`src/rtl/dmaSeqPkg.sv`:
```
package dmaSeqPkg;

  typedef enum logic [2:0] {
    ST_IDLE,
    ST_DEAD,
    ST_READ,
    ST_WRITE,
    ST_DONE,
    ST_REL
  } seqState_t;

  // Controls passed from the sequencer to the datapath
  typedef struct packed {
    logic latchReq;  // take the request into the registers
    logic active;    // a bus cycle is in progress
    logic isWrite;   // the current cycle is a write
    logic subIdx;    // which byte cycle of a split word
    logic strobe;    // T2 or T3 state
    logic capture;   // last state of a read cycle
  } seqCtl_t;

endpackage

```
`src/rtl/dmaSeqCtrl.sv`:
```
module dmaSeqCtrl
  import dmaSeqPkg::*;
(
  input  logic    clk,
  input  logic    rstN,
  input  logic    reqValid,
  input  logic    busGrant,
  input  logic    xferWord,
  input  logic    srcWide,
  input  logic    srcThree,
  input  logic    dstWide,
  input  logic    dstThree,
  output seqCtl_t ctl,
  output logic    busHold,
  output logic    done
);

  seqState_t state;
  logic [1:0] tCnt;
  logic       subIdx;

  logic inRead, inWrite, curWide, curThree, twoCycles, endOfCycle, lastCycle;
  logic [1:0] lastT;

  always_comb begin
    inRead     = (state == ST_READ);
    inWrite    = (state == ST_WRITE);
    curWide    = inWrite ? dstWide : srcWide;
    curThree   = inWrite ? dstThree : srcThree;
    lastT      = curThree ? 2'd2 : 2'd1;
    twoCycles  = xferWord && !curWide;
    endOfCycle = (inRead || inWrite) && (tCnt == lastT);
    lastCycle  = !twoCycles || subIdx;
  end

  always_ff @(posedge clk or negedge rstN) begin
    if (!rstN) begin
      state  <= ST_IDLE;
      tCnt   <= 2'd0;
      subIdx <= 1'b0;
    end else begin
      case (state)
        ST_IDLE: if (reqValid && busGrant) state <= ST_DEAD;
        ST_DEAD: begin
          state  <= ST_READ;
          tCnt   <= 2'd0;
          subIdx <= 1'b0;
        end
        ST_READ, ST_WRITE: begin
          if (endOfCycle) begin
            tCnt <= 2'd0;
            if (lastCycle) begin
              subIdx <= 1'b0;
              state  <= inRead ? ST_WRITE : ST_DONE;
            end else begin
              subIdx <= 1'b1;
            end
          end else begin
            tCnt <= tCnt + 2'd1;
          end
        end
        ST_DONE: state <= ST_REL;
        ST_REL:  if (!busGrant) state <= ST_IDLE;
        default: state <= ST_IDLE;
      endcase
    end
  end

  always_comb begin
    ctl.latchReq = (state == ST_IDLE) && reqValid && busGrant;
    ctl.active   = inRead || inWrite;
    ctl.isWrite  = inWrite;
    ctl.subIdx   = subIdx;
    ctl.strobe   = (inRead || inWrite) && (tCnt != 2'd0);
    ctl.capture  = inRead && endOfCycle;
    busHold      = (state == ST_DEAD) || inRead || inWrite;
    done         = (state == ST_DONE);
  end

endmodule

```
`src/rtl/dmaSeqPath.sv`:
```
module dmaSeqPath
  import dmaSeqPkg::*;
#(
  parameter int ADDR_W    = 24,
  parameter int AREA_BITS = 3,
  localparam int NUM_AREAS = 1 << AREA_BITS
) (
  input  logic                 clk,
  input  logic                 rstN,
  input  seqCtl_t              ctl,
  input  logic [ADDR_W-1:0]    reqSrc,
  input  logic [ADDR_W-1:0]    reqDst,
  input  logic                 reqWord,
  input  logic [NUM_AREAS-1:0] areaWide,
  input  logic [NUM_AREAS-1:0] areaThree,
  input  logic [15:0]          rdData,
  output logic                 xferWord,
  output logic                 srcWide,
  output logic                 srcThree,
  output logic                 dstWide,
  output logic                 dstThree,
  output logic [ADDR_W-1:0]    addr,
  output logic                 rdStrobe,
  output logic                 hwrStrobe,
  output logic                 lwrStrobe,
  output logic [15:0]          wrData
);

  logic [ADDR_W-1:0] srcReg, dstReg;
  logic [15:0]       dataBuf;

  logic [AREA_BITS-1:0] srcArea, dstArea;
  logic [ADDR_W-1:0]    baseAddr;
  logic                 curWide, oddByte;
  logic [7:0]           readByte, writeByte;

  always_comb begin
    srcArea  = srcReg[ADDR_W-1 -: AREA_BITS];
    dstArea  = dstReg[ADDR_W-1 -: AREA_BITS];
    srcWide  = areaWide[srcArea];
    srcThree = areaThree[srcArea];
    dstWide  = areaWide[dstArea];
    dstThree = areaThree[dstArea];
  end

  always_comb begin
    baseAddr = ctl.isWrite ? dstReg : srcReg;
    if (xferWord) baseAddr[0] = ctl.subIdx;
    addr     = ctl.active ? baseAddr : '0;
    curWide  = ctl.isWrite ? dstWide : srcWide;
    oddByte  = baseAddr[0];
  end

  // Byte lane picked for a byte read
  always_comb begin
    if (curWide && oddByte) readByte = rdData[7:0];
    else                    readByte = rdData[15:8];
  end

  always_ff @(posedge clk or negedge rstN) begin
    if (!rstN) begin
      srcReg   <= '0;
      dstReg   <= '0;
      xferWord <= 1'b0;
      dataBuf  <= '0;
    end else begin
      if (ctl.latchReq) begin
        srcReg   <= reqSrc;
        dstReg   <= reqDst;
        xferWord <= reqWord;
      end
      if (ctl.capture) begin
        if (xferWord && srcWide)  dataBuf <= rdData;
        else if (!xferWord)       dataBuf[7:0] <= readByte;
        else if (!ctl.subIdx)     dataBuf[15:8] <= rdData[15:8];
        else                      dataBuf[7:0] <= rdData[15:8];
      end
    end
  end

  always_comb begin
    if (xferWord && !ctl.subIdx) writeByte = dataBuf[15:8];
    else                         writeByte = dataBuf[7:0];
    wrData    = (xferWord && dstWide) ? dataBuf : {writeByte, writeByte};
    rdStrobe  = ctl.strobe && !ctl.isWrite;
    hwrStrobe = ctl.strobe && ctl.isWrite && (!dstWide || xferWord || !oddByte);
    lwrStrobe = ctl.strobe && ctl.isWrite && dstWide && (xferWord || oddByte);
  end

endmodule

```
`src/rtl/dmaBusSeq.sv`:
```
module dmaBusSeq
  import dmaSeqPkg::*;
#(
  parameter int ADDR_W    = 24,
  parameter int AREA_BITS = 3,
  localparam int NUM_AREAS = 1 << AREA_BITS
) (
  input  logic                 clk,
  input  logic                 rstN,
  input  logic                 reqValid,
  input  logic [ADDR_W-1:0]    reqSrc,
  input  logic [ADDR_W-1:0]    reqDst,
  input  logic                 reqWord,
  input  logic                 busGrant,
  input  logic [NUM_AREAS-1:0] areaWide,
  input  logic [NUM_AREAS-1:0] areaThree,
  input  logic [15:0]          rdData,
  output logic                 busHold,
  output logic [ADDR_W-1:0]    addr,
  output logic                 rdStrobe,
  output logic                 hwrStrobe,
  output logic                 lwrStrobe,
  output logic [15:0]          wrData,
  output logic                 done
);

  seqCtl_t ctl;
  logic xferWord, srcWide, srcThree, dstWide, dstThree;

  dmaSeqCtrl i_ctrl (
    .clk      (clk),
    .rstN     (rstN),
    .reqValid (reqValid),
    .busGrant (busGrant),
    .xferWord (xferWord),
    .srcWide  (srcWide),
    .srcThree (srcThree),
    .dstWide  (dstWide),
    .dstThree (dstThree),
    .ctl      (ctl),
    .busHold  (busHold),
    .done     (done)
  );

  dmaSeqPath #(.ADDR_W(ADDR_W), .AREA_BITS(AREA_BITS)) i_path (
    .clk       (clk),
    .rstN      (rstN),
    .ctl       (ctl),
    .reqSrc    (reqSrc),
    .reqDst    (reqDst),
    .reqWord   (reqWord),
    .areaWide  (areaWide),
    .areaThree (areaThree),
    .rdData    (rdData),
    .xferWord  (xferWord),
    .srcWide   (srcWide),
    .srcThree  (srcThree),
    .dstWide   (dstWide),
    .dstThree  (dstThree),
    .addr      (addr),
    .rdStrobe  (rdStrobe),
    .hwrStrobe (hwrStrobe),
    .lwrStrobe (lwrStrobe),
    .wrData    (wrData)
  );

endmodule

```
`config.mk`:
```
export PLATFORM = sky130hd
export DESIGN_NAME = dmaBusSeq
export DESIGN_NICKNAME = d
export VERILOG_FILES = /design/src/rtl/dmaSeqPkg.sv /design/src/rtl/dmaSeqCtrl.sv /design/src/rtl/dmaSeqPath.sv /design/src/rtl/dmaBusSeq.sv
export SDC_FILE = /design/constraint.sdc
export NUM_CORES = 1
export LEC_CHECK = 0
export CAP_MARGIN = 5
export CORE_AREA = 3 3 134 71
export DETAILED_ROUTE_END_ITERATION = 6
export DIE_AREA = 0 0 137 74
export PLACE_DENSITY = 0.84
export SYNTH_ARGS = -nofsm -noshare
export SYNTH_HDL_FRONTEND = slang
export SYNTH_SLANG_ARGS = --single-unit
```
`constraint.sdc`:
```
create_clock -name clk -period 5.3 [get_ports clk]
set_clock_uncertainty 0.1 [all_clocks]
set_input_delay 0.795 -clock clk [delete_from_list [all_inputs] [get_ports clk]]
set_output_delay 0.795 -clock clk [all_outputs]
set_load 0.05 [all_outputs]
```
==> results.txt, run 1 <==
The worst setup path is launched from an input pin. The tools report the highest ir drop seen on vdd as 0.000417 V. For the worst setup path, the data required time is 4410 ps. At the placement stage, the worst setup path has a slack of 875 ps. Hold repair after CTS inserted 0 buffers. The clock passes through at most 2 buffers.

The most critical setup path has its endpoint at wrData[1]. The worst pin sits at a relative slew slack of 39.2%. Post-CTS repair changed the size of 0 cells. The tools report the area taken by flip-flops and latches as 1780 sq um.

The run finished with clean final reports. The average instance area after synthesis works out to 12.9 sq um. Summed over all layers, the global routing overflow is 0. The area share of the leading cell type in the synthesized netlist is 47.0%, and the horizontal die dimension is 137 um. The detailed-route wire length is 9.24 mm, and the number of buffers created by CTS is 9. The final-report hold violation count was 0; the flip-flop and latch count after synthesis was 71. The overall global routing resource usage came out at 18.7%.

Across all layers, the routed design uses 2,825 vias. The first global-routing pass estimated 14.6 mm of wire. The pin count of the biggest net entering global routing was 50. Of all nets on the critical path, the largest fanout is 8.

The startpoint identified for the worst hold timing path is i_path.srcReg[15]. Clock tree synthesis selected as its root buffer the cell clkbuf_16. The H-tree depth is 3, and the power density normalized to cell area is 754 nW/um^2.

TritonCTS built the clock tree. Nature of the critical path endpoint: a primary output. For the synthesized area, the log shows 3780 sq um. The run gives 0 as the total of warnings raised by yosys. The logs give 680 for the number of inserted filler cells in the final layout and 3510 ps for the arrival time of the worst setup path. The total of endpoints with negative setup slack in the final report is 0. In this run, the number of DRC markers left after iteration 0 of detailed routing was 161. The post-route antenna net violation count was 0; the clock transition time at the flip-flop clock pins of the worst setup and hold paths was 60 ps. Of the cells placed in the final design, the portion with a size suffix greater than 1 is 27.9%. For the full die area, the log shows 10,100 sq um.

Post-route minimum period: 4410 ps. Of the available clock period, the critical path in the final layout requires 83.1%. The tools report the routability congestion estimate as 0.833. Max-cap violations in this run came to 0. In this run the vertical extent of the chip is 74 um. The via count of the first global-routing pass is 2,953, and the via density per instance is 5.20.

Maximum single-stage delay on the critical path: 810 ps. Remaining design rule violation count: 0. Setup repair after global routing left no endpoint under its margin. Input and output buffers added on the ports amount to 129. The clock drives 71 sinks. The area added between synthesis and finish came out at 44.6%. The reg-to-reg critical path startpoint is i_ctrl.state[0]. The number of antenna violations at the first check in global routing came out at 0. The net count of the finished layout is 507.

In the post-route analysis, the smallest setup slack over all paths is 893 ps. Number of setup buffers added after CTS: 0. Summing all multi-input logic gate instances after layout gives 1920 sq um. Worst min-delay path category: register to register.

In this run the worst setup path begins at areaWide[6]. Depth of the most critical reg-to-reg path: 4. In this run, distinct cell masters in the synthesized netlist total 38. The library cell contributing the largest single delay on the critical path was clkdlybuf4s50_1. After routing, the total negative slack on setup checks comes to 0 ps. The number of detailed-routing iterations run before antenna repair was 4; the measured slew at the worst slew-check pin was 912 ps.

The number of nets handed over by synthesis was 378. The HPWL after detailed placement is 6.81 mm. The worst register-to-register path ends at i_path.dataBuf[2]. For the number of slew-limit violations in the final report, the log shows 0.

The library cell with the largest summed area after synthesis is dfrtp_1. In this run the count of I/O pins placed on the die edge is 130. The number of rows created at floorplan was 24; the core box area was 8530 sq um. The later pin in the worst-skew pair is clocked with a latency of 320 ps. The worst setup path is of the input pin to primary output kind.

For flop-to-flop paths, the worst setup slack is 2460 ps. In this run the number of cells on the critical path is 6. After synthesis, flip-flops and latches occupy 47.0% of the total area.

The dominant cell type by count on the critical path is clkdlybuf4s50_1. By area the synthesized netlist is led by dfrtp_1 (47%), mux2_2 (25%), mux2i_1 (6.9%). The run gives 227 MHz as the highest clock rate. The gate family responsible for the most delay along the worst path was buffers and inverters. The repair_antennas step left the layout with diodes totalling 0. In this run the static leakage power is 2.24 nW. The initial utilization of the core area, before any placement, comes to 44.3%.

In the synthesized netlist, the number of instances is 292. The critical path buffer and inverter count is 2. The critical path goes through clkdlybuf4s50_1 -> mux4_2 -> mux2i_4 -> nand2_1 -> mux2_2 -> clkdlybuf4s50_1. The post-detailed-route wirelength per cell is 17.0 um.
-- per-stage QoR --
stage | std cells | power, W | instance area (sq um) | utilization (%) | hold slack [ps]
floorplan | 292 | 0.00283 | 3780 | - | 380
global placement | 527 | 0.00354 | 5190 | 60.8 | 388
detailed placement | 527 | 0.00359 | 5190 | 60.8 | 394
CTS | 543 | 0.00416 | 5460 | 64.1 | 407
global route | 543 | 0.00434 | 5460 | 64.1 | 411
finish | 543 | 0.00412 | 5460 | 64.1 | 404
-- routing by layer --
metal / vias up / wire length, um / GRT usage (%) / share of wire [%]
li1: 1320 / - / - / -
met5: - / 0 / 0 / 0
met3: 9 / 312 / 4.59 / 3.4
met4: 0 / 136 / 5.64 / 1.5
met2: 59 / 4920 / 33.6 / 53
met1: 1437 / 3880 / 22.8 / 42
-- where the power goes --
part | internal [W] | switching (W) | total [W]
sequential | 0.000811 | 0.000226 | 0.00104
clock | 0.000328 | 0.000222 | 0.000550
combinational | 0.00106 | 0.00147 | 0.00253
total | 0.00220 | 0.00191 | 0.00412
-- placed cells by master, fill, tap and decap left out, types with 2 or more instances in the layout --
master,count
buf_4,5
a21oi_1,2
mux2i_1,26
nor3_1,3
clkbuf_16,9
mux2_2,83
clkinv_2,2
clkinvlp_4,2
nand2_1,9
nand3_1,2
clkdlybuf4s50_1,128
mux4_2,8
nor2b_1,4
mux2_1,8
dfrtp_1,71
nor4_1,2
nor2_1,28
o211ai_1,2
nand2b_1,2
inv_1,6
-- synth_stat cells --
cell / n
o311ai_0: 1
nor3_1: 3
o32ai_4: 1
and2_1: 1
inv_1: 6
clkbuf_1: 7
mux4_2: 8
nand2b_1: 2
a32oi_1: 1
mux2_1: 8
nand3b_1: 1
a41oi_2: 1
nand3_1: 2
mux2i_1: 26
a21boi_1: 1
a211oi_1: 1
a21oi_1: 2
mux2_2: 83
nor4_1: 2
a31o_1: 1
nor2_1: 28
and3_1: 1
dfrtp_1: 71
or2_2: 1
o31ai_2: 1
nand4_1: 1
o32ai_2: 1
mux2i_4: 1
o211a_1: 1
o21ai_0: 1
o211ai_1: 2
buf_2: 3
buf_1: 6
or3_1: 1
and4b_1: 1
nor2b_1: 4
ha_1: 1
nand2_1: 9
-- kinds of logic after synthesis --
| kind of cell | synth area share, % |
|---|---|
| DFF | 47.0 |
| adders and majority gates | 0.331 |
| buffers and inverters | 2.28 |
| muxes | 39.4 |
| and+or+nand+nor | 6.95 |
| AOI/OAI and AO/OA | 4.07 |
-- state kept, by name, indices dropped and copies added, names as in the netlist --
signal and cells:
i_path.dataBuf 16, i_path.srcReg 24, i_ctrl.subIdx 1, i_ctrl.state 3, i_path.dstReg 24, i_ctrl.tCnt 2
i_path.xferWord 1
-- area by class of cell --
class	count	share of cell area, %
Sequential cell	71	32.5
Inverter	6	0.412
Clock inverter	5	0.618
Tap cell	117	2.68
Timing Repair Buffer	134	24.2
Multi-Input combinational cell	199	35.1
Clock buffer	11	4.44
-- worst min-delay path by stage --
| stage | slack (ps) | depth (start not counted) | endpoint |
|---|---|---|---|
| 2_1_floorplan | 380 | 1 | i_path.srcReg[10] |
| 3_3_place_gp | 390 | 1 | i_path.dstReg[4] |
| 3_5_place_dp | 390 | 1 | i_path.srcReg[9] |
| 4_1_cts | 410 | 1 | i_path.srcReg[9] |
| 5_1_grt | 410 | 1 | i_path.srcReg[9] |
| 6_report | 400 | 1 | i_path.srcReg[15] |
No activity file was read; power rests on OpenSTA's default activity.
==> run 2: changes to the inputs <==
==> constraint.sdc (replaced) <==
create_clock -name clk -period 4.27 [get_ports clk]
set_clock_uncertainty 0.1 [all_clocks]
set_input_delay 0.6405 -clock clk [delete_from_list [all_inputs] [get_ports clk]]
set_output_delay 0.6405 -clock clk [all_outputs]
set_load 0.05 [all_outputs]
==> run 2 against run 1 <==
Sequential cell count is the same; critical endpoint is now wrData[15]; first-iteration DRC count shrank 12%; cell count grew 0.18%; die area is the same; global-route usage grew 0.42 points; via count grew 0.92%; sequential power grew 23%; sequential share of layout area shrank 0.067 points.
==> results.txt, run 2 (synthesis gave the netlist of run 1 again) <==
The share of final-layout standard cells stronger than drive strength 1 came out at 30.0% (was 27.9%). The combinational share of power was 60.8% (was 61.5%); the total of endpoints with negative setup slack in the final report was 0 (unchanged). The tools report the number of buffers created by CTS as 9 (unchanged). The most common cell after layout, fill and taps aside was clkdlybuf4s50_1 (unchanged). The internal power summed over all cells came out at 0.00278 W (was 0.00220 W).

For the total negative setup slack, the log shows 0 ps (unchanged). The run gives 306 ps (was 404 ps) as the worst hold margin. The dominant cell type by count on the critical path is clkdlybuf4s50_1 (unchanged). The highest clock rate was 247 MHz; the iteration-0 DRC count of the detailed router was 142 (was 161). The power density normalized to cell area was 942 nW/um^2 (was 754 nW/um^2). The maximum single-stage delay on the critical path is 710 ps (was 810 ps), and the highest ir drop seen on vdd is 0.000464 V (was 0.000417 V). The library cell contributing the largest single delay on the critical path is a21boi_1 (was clkdlybuf4s50_1). The tools report the number of antenna violations at the first check in global routing as 0 (unchanged).

The number of rows created at floorplan is 24 (unchanged). The part of the total power dissipated in the clock network was 14.4% (was 13.4%). The height of the die came out at 74 um (unchanged). Registers with the highest flip-flop counts: i_path.dstReg (24), i_path.srcReg (24), i_path.dataBuf (16) (unchanged).

Cell-by-cell listing of the critical path: clkdlybuf4s50_1 -> mux4_2 -> mux2i_4 -> a21boi_1 -> mux2_2 -> clkdlybuf4s50_1 (was clkdlybuf4s50_1 -> mux4_2 -> mux2i_4 -> nand2_1 -> mux2_2 -> clkdlybuf4s50_1). The number of slew-limit violations in the final report came out at 0 (unchanged). The number of detailed-routing iterations run before antenna repair was 4 (unchanged); the number of setup buffers added after CTS was 0 (unchanged). The overall global routing resource usage was 19.1% (was 18.7%); the H-tree depth was 3 (unchanged).

The clock insertion delay at the later pin of the skew report came out at 330 ps (was 320 ps). The tools report the full die area as 10,100 sq um (unchanged). The nature of the critical path endpoint is a primary output (unchanged). The relative contribution of sequential cells to total power was 24.9% (was 25.2%). The tools report the root buffer cell as clkbuf_16 (unchanged). The max-capacitance violation count came out at 0 (unchanged). The maximum fanout encountered on the critical timing path is 8 (unchanged). The depth of the most critical reg-to-reg path was 4 (unchanged). The post-detailed-route wirelength per cell works out to 17.3 um (was 17.0 um). The worst path uses 94.7% of the clock period. The pin count of the biggest net entering global routing was 50 (unchanged); the measured slew at the worst slew-check pin was 884 ps (was 912 ps).

The flow ran to the end, and the final reports show no timing, DRC or antenna violations. The logs give 71 (unchanged) for the number of clock sinks seen by CTS and 686 (was 680) for the number of inserted filler cells in the final layout. The number of standard cells in the final layout excluding fillers was 544 (was 543).

Most used cells in the layout excluding fill and tap cells: clkdlybuf4s50_1 (120), mux2_2 (83), dfrtp_1 (71), nor2_1 (28), mux2i_1 (26) (was clkdlybuf4s50_1 (128), mux2_2 (83), dfrtp_1 (71), nor2_1 (28), mux2i_1 (26)). For the routability congestion estimate, the log shows 0.816 (was 0.833). The via density per instance was 5.24 (was 5.20).

The gate family responsible for the most delay along the worst path was buffers and inverters (unchanged). The leakage power came out at 2.27 nW (was 2.24 nW). Half-perimeter wire length after detailed placement: 6.95 mm (was 6.81 mm).

Clock transition time at the flip-flop clock pins of the worst setup and hold paths: 50 ps (was 60 ps). The run gives 0.00238 W (was 0.00191 W) as the switching component of the power. The critical path startpoint category is an input pin (unchanged). The worst min-delay path category is input pin to async pin (was register to register). The area added between synthesis and finish came out at 44.9% (was 44.6%). For the via count of the first global-routing pass, the log shows 3,002 (was 2,953). Capture instance of the worst register-to-register path: i_path.dataBuf[2] (unchanged). The first-pass GRT wire length came out at 14.7 mm (was 14.6 mm).

The reg-to-reg critical path startpoint was i_ctrl.state[0] (unchanged). The total number of vias was 2,851 (was 2,825). The number of hold buffers added after cts came out at 0 (unchanged). Worst relative slew slack: 40.9% (was 39.2%). The run gives 3530 ps (was 4410 ps) as the worst endpoint required time. The horizontal die dimension works out to 137 um (unchanged). TritonCTS built the clock tree. The arrival time of the worst setup path is 3300 ps (was 3510 ps). The run gives 508 (was 507) as the net count of the finished layout. The logs give 0 (unchanged) for the remaining design rule violation count and 8530 sq um (unchanged) for the core box area. Post-CTS resize count: 0 (unchanged).

The post-placement cell count was 528 (was 527). The slack of the worst reg-to-reg path was 1470 ps (was 2460 ps). The initial core utilization is 44.3% (unchanged).

The tools report the antenna diode count as 0 (unchanged). The worst-case clock buffer depth came out at 2 (unchanged). For the finished layout, the period the worst path requires is 4040 ps. The net switching share of the total power is 46.2% (was 46.5%). The final-report hold violation count was 0 (unchanged); the count of buffers from port buffering was 129 (unchanged).

Total power of the final layout: 0.00516 W (was 0.00412 W). Setup repair after global routing left no endpoint under its margin. For the global-route congestion overflow total, the log shows 0 (unchanged). Worst setup path category: input pin to primary output (unchanged).

The critical path buffer and inverter count came out at 2 (unchanged). The post-route antenna net violation count was 0 (unchanged); the number of primary I/O pins was 130 (unchanged). For the detailed-route wire length, the log shows 9.41 mm (was 9.24 mm).
## run 2: cell types whose count changed in the layout (fill, tap and decap cells not counted), sizes merged
cell,delta
buf,+9
clkinv,+1
bufinv,+1
clkinvlp,-2
clkdlybuf4s50,-8
## run 2: worst max path at each step
| stage | start | cells past startpoint | to | slack [ps] |
|---|---|---|---|---|
| after floorplan | areaWide[3] | 3 | lwrStrobe | 990 |
| after global placement | areaWide[2] | 6 | wrData[13] | 240 |
| after detailed placement | areaWide[1] | 6 | wrData[9] | 210 |
| after CTS | areaWide[1] | 6 | wrData[15] | 200 |
| after global routing | areaWide[2] | 6 | wrData[8] | 110 |
| final | areaWide[1] | 6 | wrData[15] | 230 |
## run 2: final cells by class
cell class,instances,area (sq um),area share [%]
multi-input cells,199,1920,35.0
flip-flops and latches,71,1780,32.4
repair buffers,135,1310,23.9
clock buffers,11,243,4.43
well taps,117,146,2.67
clock inverters,5,57.6,1.05
inverters,6,22.5,0.411
## run 2: metrics by stage
stage,instance area [sq um],worst slack (ps),util [%]
2_1_floorplan,3780,988,-
3_3_place_gp,5170,244,60.7
3_5_place_dp,5170,206,60.7
4_1_cts,5480,205,64.2
5_1_grt,5480,108,64.2
6_report,5480,226,64.2
## run 2: power by group through the flow
stage / registers [W] / logic, W / clock network [W]
floorplan: 0.00117 / 0.00234 / 0
global placement: 0.00128 / 0.00310 / 0
detailed placement: 0.00130 / 0.00314 / 0
CTS: 0.00129 / 0.00316 / 0.000760
global route: 0.00134 / 0.00331 / 0.000787
finish: 0.00128 / 0.00313 / 0.000741
## run 2: routing by layer
layer	GRT usage, %	vias up	wire, um
met5	0	-	0
met4	7.41	0	189
met3	4.80	14	324
met2	34.8	60	5080
met1	22.2	1456	3810
li1	-	1321	-
## run 2: worst register-to-register path, stage by stage, from the launching register on
cell and delay (ps):
dfrtp_1 850, nand3b_1 450, o32ai_4 630, mux2_1 390
mux2_2 270
==> run 3: changes to the inputs <==
--- a/config.mk
+++ b/config.mk
@@ -6,10 +6,11 @@
 export NUM_CORES = 1
 export LEC_CHECK = 0
 export CAP_MARGIN = 5
-export CORE_AREA = 3 3 134 71
+export CORE_AREA = 3 3 138 73
 export DETAILED_ROUTE_END_ITERATION = 6
-export DIE_AREA = 0 0 137 74
-export PLACE_DENSITY = 0.84
+export DIE_AREA = 0 0 141 76
+export PLACE_DENSITY = 0.82
 export SYNTH_ARGS = -nofsm -noshare
 export SYNTH_HDL_FRONTEND = slang
+export SYNTH_HIERARCHICAL = 1
 export SYNTH_SLANG_ARGS = --single-unit
==> run 3 against run 2 <==
Area after synthesis grew 5.4%; clock power grew 0.5%; non-clock buffer count shrank 2; routed wire length grew 5.1%; first-iteration DRC count shrank 14%; utilization grew 0.13 points; clock-buffer cell count grew 1; critical path type unchanged; largest power group unchanged.
==> results.txt, run 3 <==
The flow ran to the end, and the final reports show no timing, DRC or antenna violations. The flip-flop and latch count after synthesis was 71 (unchanged); the overall global routing resource usage was 19.2% (was 19.1%). The detailed-route wire length was 9.89 mm (was 9.41 mm).

The global-route track usage on met1 was 24.0% (was 22.2%). For the post-placement cell count, the log shows 554 (was 528). The run gives 0 (unchanged) as the number of hold buffers added after cts. For the number of antenna violations at the first check in global routing, the log shows 0 (unchanged). Worst min-delay path category: input pin to async pin (unchanged). For the slack of the worst reg-to-reg path, the log shows 880 ps (was 1470 ps). The number of detailed-routing iterations run before antenna repair was 4 (unchanged).

The power density normalized to cell area was 940 nW/um^2 (was 942 nW/um^2). The proportion of synthesized chip area in sequential cells is 44.6% (was 47.0%), and the count of buffers from port buffering is 129 (unchanged). The worst endpoint required time is 3530 ps (about the same), and the total of warnings raised by yosys is 6 (was 0).

The gate count of the mapped netlist is 321 (was 292). The number of setup buffers added after CTS is 0 (unchanged). The critical path startpoint category is an input pin (unchanged). The total negative setup slack came out at 0 ps (unchanged).

The net count of the finished layout is 534 (was 508), and the average instance area after synthesis is 12.4 sq um (was 12.9 sq um). The run gives 3990 sq um (was 3780 sq um) as the synthesized area. The library cell contributing the largest single delay on the critical path was clkdlybuf4s50_1 (was a21boi_1).

The post-CTS resize count was 0 (unchanged); the post-route minimum period was 3910 ps (was 4040 ps). The initial core utilization is 45.3% (was 44.3%), and the horizontal die dimension is 141 um (was 137 um). Registers with the highest flip-flop counts: i_path/dstReg (24), i_path/srcReg (24), i_path/dataBuf (16) (was i_path.dstReg (24), i_path.srcReg (24), i_path.dataBuf (16)). For the leakage power, the log shows 2.32 nW (was 2.27 nW). The logs give 0.00532 W (was 0.00516 W) for the total power of the final layout and 0 (unchanged) for the global-route congestion overflow total.

Cell-by-cell listing of the critical path: clkdlybuf4s50_1 -> mux2_2 -> o22ai_4 -> nor2_2 -> o21ai_4 -> mux2_2 -> clkdlybuf4s50_1 (was clkdlybuf4s50_1 -> mux4_2 -> mux2i_4 -> a21boi_1 -> mux2_2 -> clkdlybuf4s50_1). The worst-case clock buffer depth came out at 2 (unchanged). Library cell with the largest summed area after synthesis: dfrtp_1 (unchanged). The measured slew at the worst slew-check pin works out to 847 ps (was 884 ps). Largest cells by area after synthesis: dfrtp_1 (45%), mux2_2 (21%), mux2i_1 (9.8%) (was dfrtp_1 (47%), mux2_2 (25%), mux2i_1 (6.9%)). The count of distinct cell types in the synthesized netlist came out at 50 (was 38). Most used cells in the layout excluding fill and tap cells: clkdlybuf4s50_1 (128), mux2_2 (74), dfrtp_1 (71), mux2i_1 (39), nor2b_1 (26) (was clkdlybuf4s50_1 (120), mux2_2 (83), dfrtp_1 (71), nor2_1 (28), mux2i_1 (26)). Library cell with the highest instance count after synthesis: mux2_2 (unchanged).

The number of slew-limit violations in the final report is 0 (unchanged), and the highest ir drop seen on vdd is 0.000435 V (was 0.000464 V). The logs give 50 (unchanged) for the pin count of the biggest net entering global routing and 3170 ps (was 3300 ps) for the arrival time of the worst setup path. The routability congestion estimate is 0.800 (was 0.816), and the post-detailed-route wirelength per cell is 17.4 um (was 17.3 um). Final-report hold violation count: 0 (unchanged). The tools report the root buffer cell as clkbuf_16 (unchanged). The tools report the nature of the critical path endpoint as a primary output (unchanged). The worst setup path startpoint is areaWide[7] (was areaWide[1]). The via density per instance is 5.24 (about the same).

The run gives 0 (unchanged) as the remaining design rule violation count. The clock transition time at the flip-flop clock pins of the worst setup and hold paths is 50 ps (about the same), and the core box area is 8800 sq um (was 8530 sq um). The critical path buffer and inverter count was 2 (unchanged); the number of primary I/O pins was 130 (unchanged). The maximum fanout encountered on the critical timing path was 8 (unchanged).

The met2 global-route usage was 32.9% (was 34.8%). The clock insertion delay at the later pin of the skew report came out at 330 ps (about the same). Capture instance of the worst register-to-register path: i_path/dataBuf[15] (was i_path.dataBuf[2]).

The number of clock sinks seen by CTS came out at 71 (unchanged). The first-pass GRT wire length came out at 16.5 mm (was 14.7 mm). The half-perimeter wire length after detailed placement was 7.26 mm (was 6.95 mm). TritonCTS built the clock tree. The worst setup path category is input pin to primary output (unchanged).

For the max-capacitance violation count, the log shows 0 (unchanged). The number of enable-type register cells in the synthesized netlist works out to 0 (unchanged). The final cycle utilization of the critical path came out at 91.6% (was 94.7%). The most common cell after layout, fill and taps aside is clkdlybuf4s50_1 (unchanged). The post-route antenna net violation count was 0 (unchanged); the number of buffers created by CTS was 9 (unchanged). The height of the die is 76 um (was 74 um), and the maximum single-stage delay on the critical path is 720 ps (was 710 ps). The depth of the most critical reg-to-reg path works out to 9 (was 4). The top flip-flop cell by instance count after synthesis was dfrtp_1 (unchanged).

Area added between synthesis and finish: 42.0% (was 44.9%). For the antenna diode count, the log shows 0 (unchanged). For the total number of vias, the log shows 2,982 (was 2,851).

The total nets after synthesis is 407 (was 378). Worst hold margin: 317 ps (was 306 ps). The number of rows created at floorplan was 24 (unchanged). For the total of endpoints with negative setup slack in the final report, the log shows 0 (unchanged). The share of final-layout standard cells stronger than drive strength 1 was 24.3% (was 30.0%). The met3 demand-to-capacity share in global routing is 4.89% (was 4.80%). The run gives 10,700 sq um (was 10,100 sq um) as the full die area.

The layer carrying the most global-route usage was met2 (unchanged). Setup repair after global routing left no endpoint under its margin. The gate family responsible for the most delay along the worst path is buffers and inverters (unchanged). The run gives 43.6% (was 40.9%) as the worst relative slew slack. The H-tree depth is 3 (unchanged), and the fraction of registers with async set or reset after synthesis is 100% (unchanged).

Most frequent cells after synthesis: mux2_2 (74), dfrtp_1 (71), mux2i_1 (39) (was mux2_2 (83), dfrtp_1 (71), nor2_1 (28)). Number of standard cells in the final layout excluding fillers: 569 (was 544). The reg-to-reg critical path startpoint is i_path/dstReg[21] (was i_ctrl.state[0]). The via count of the first global-routing pass is 3,160 (was 3,002).

The iteration-0 DRC count of the detailed router is 122 (was 142). The highest clock rate was 256 MHz (was 247 MHz); the area share of the leading cell type in the synthesized netlist was 44.6% (was 47.0%).
run 3: cell types whose count changed after synthesis, moves of 3 or more:
cell     previous run  this run
buf_4               0         3
nor2b_1             4        26
nand2_1             9        18
nor2_1             28         4
mux2_2             83        74
mux2_1              8         3
mux2i_1            26        39
o21ai_1             0        10
mux4_2              8         3
inv_1               6         9
run 3: worst register-to-register path: stages (launching register included):
cell	delay, ps
dfrtp_1	560
mux4_2	560
mux2_2	320
and4b_1	220
a211oi_1	250
a31oi_1	110
nor3_1	310
nand2_1	150
a21oi_4	310
mux2_2	380
run 3: logic make-up after synthesis:
family | Yosys count | synth area share, %
simple gates | 67 | 9.95
flops | 71 | 44.6
mux | 122 | 35.1
fa+ha+maj | 1 | 0.314
compound gates | 32 | 6.69
buf+inv | 28 | 3.33
run 3: metrics by stage:
step | util [%] | setup slack [ps] | cell area (sq um)
4_1_cts | 64.3 | 339 | 5660
2_1_floorplan | - | 503 | 3990
3_5_place_dp | 60.9 | 381 | 5360
5_1_grt | 64.3 | 252 | 5660
3_3_place_gp | 60.9 | 387 | 5360
6_report | 64.3 | 360 | 5660
run 3: layout make-up:
| cell class | count | area [sq um] |
|---|---|---|
| Sequential cell | 71 | 1780 |
| Fill cell | 707 | 3140 |
| Multi-Input combinational cell | 222 | 2080 |
| Inverter | 11 | 41.3 |
| Clock buffer | 12 | 256 |
| Tap cell | 117 | 146 |
| Timing Repair Buffer | 133 | 1320 |
| Clock inverter | 3 | 42.5 |
run 3: how the worst max path moves through the flow:
| stage | slack, ps | to | depth (start not counted) |
|---|---|---|---|
| after CTS | 340 | wrData[12] | 7 |
| after global routing | 250 | wrData[12] | 6 |
| after global placement | 390 | wrData[12] | 7 |
| after floorplan | 500 | lwrStrobe | 7 |
| after detailed placement | 380 | wrData[12] | 7 |
| final | 360 | wrData[12] | 7 |
run 3: per-layer routing:
metal,vias up,wire [um]
li1,1412,-
met1,1501,4310
met2,61,5060
met3,8,423
met4,0,101
met5,-,0
run 3: report_power, final:
part | switching [W] | internal [W] | total [W] | leakage [nW]
Sequential | 0.000278 | 0.00100 | 0.00128 | 0.871
Combinational | 0.00193 | 0.00137 | 0.00330 | 1.31
Clock | 0.000265 | 0.000479 | 0.000745 | 0.145
Total | 0.00248 | 0.00284 | 0.00532 | 2.32
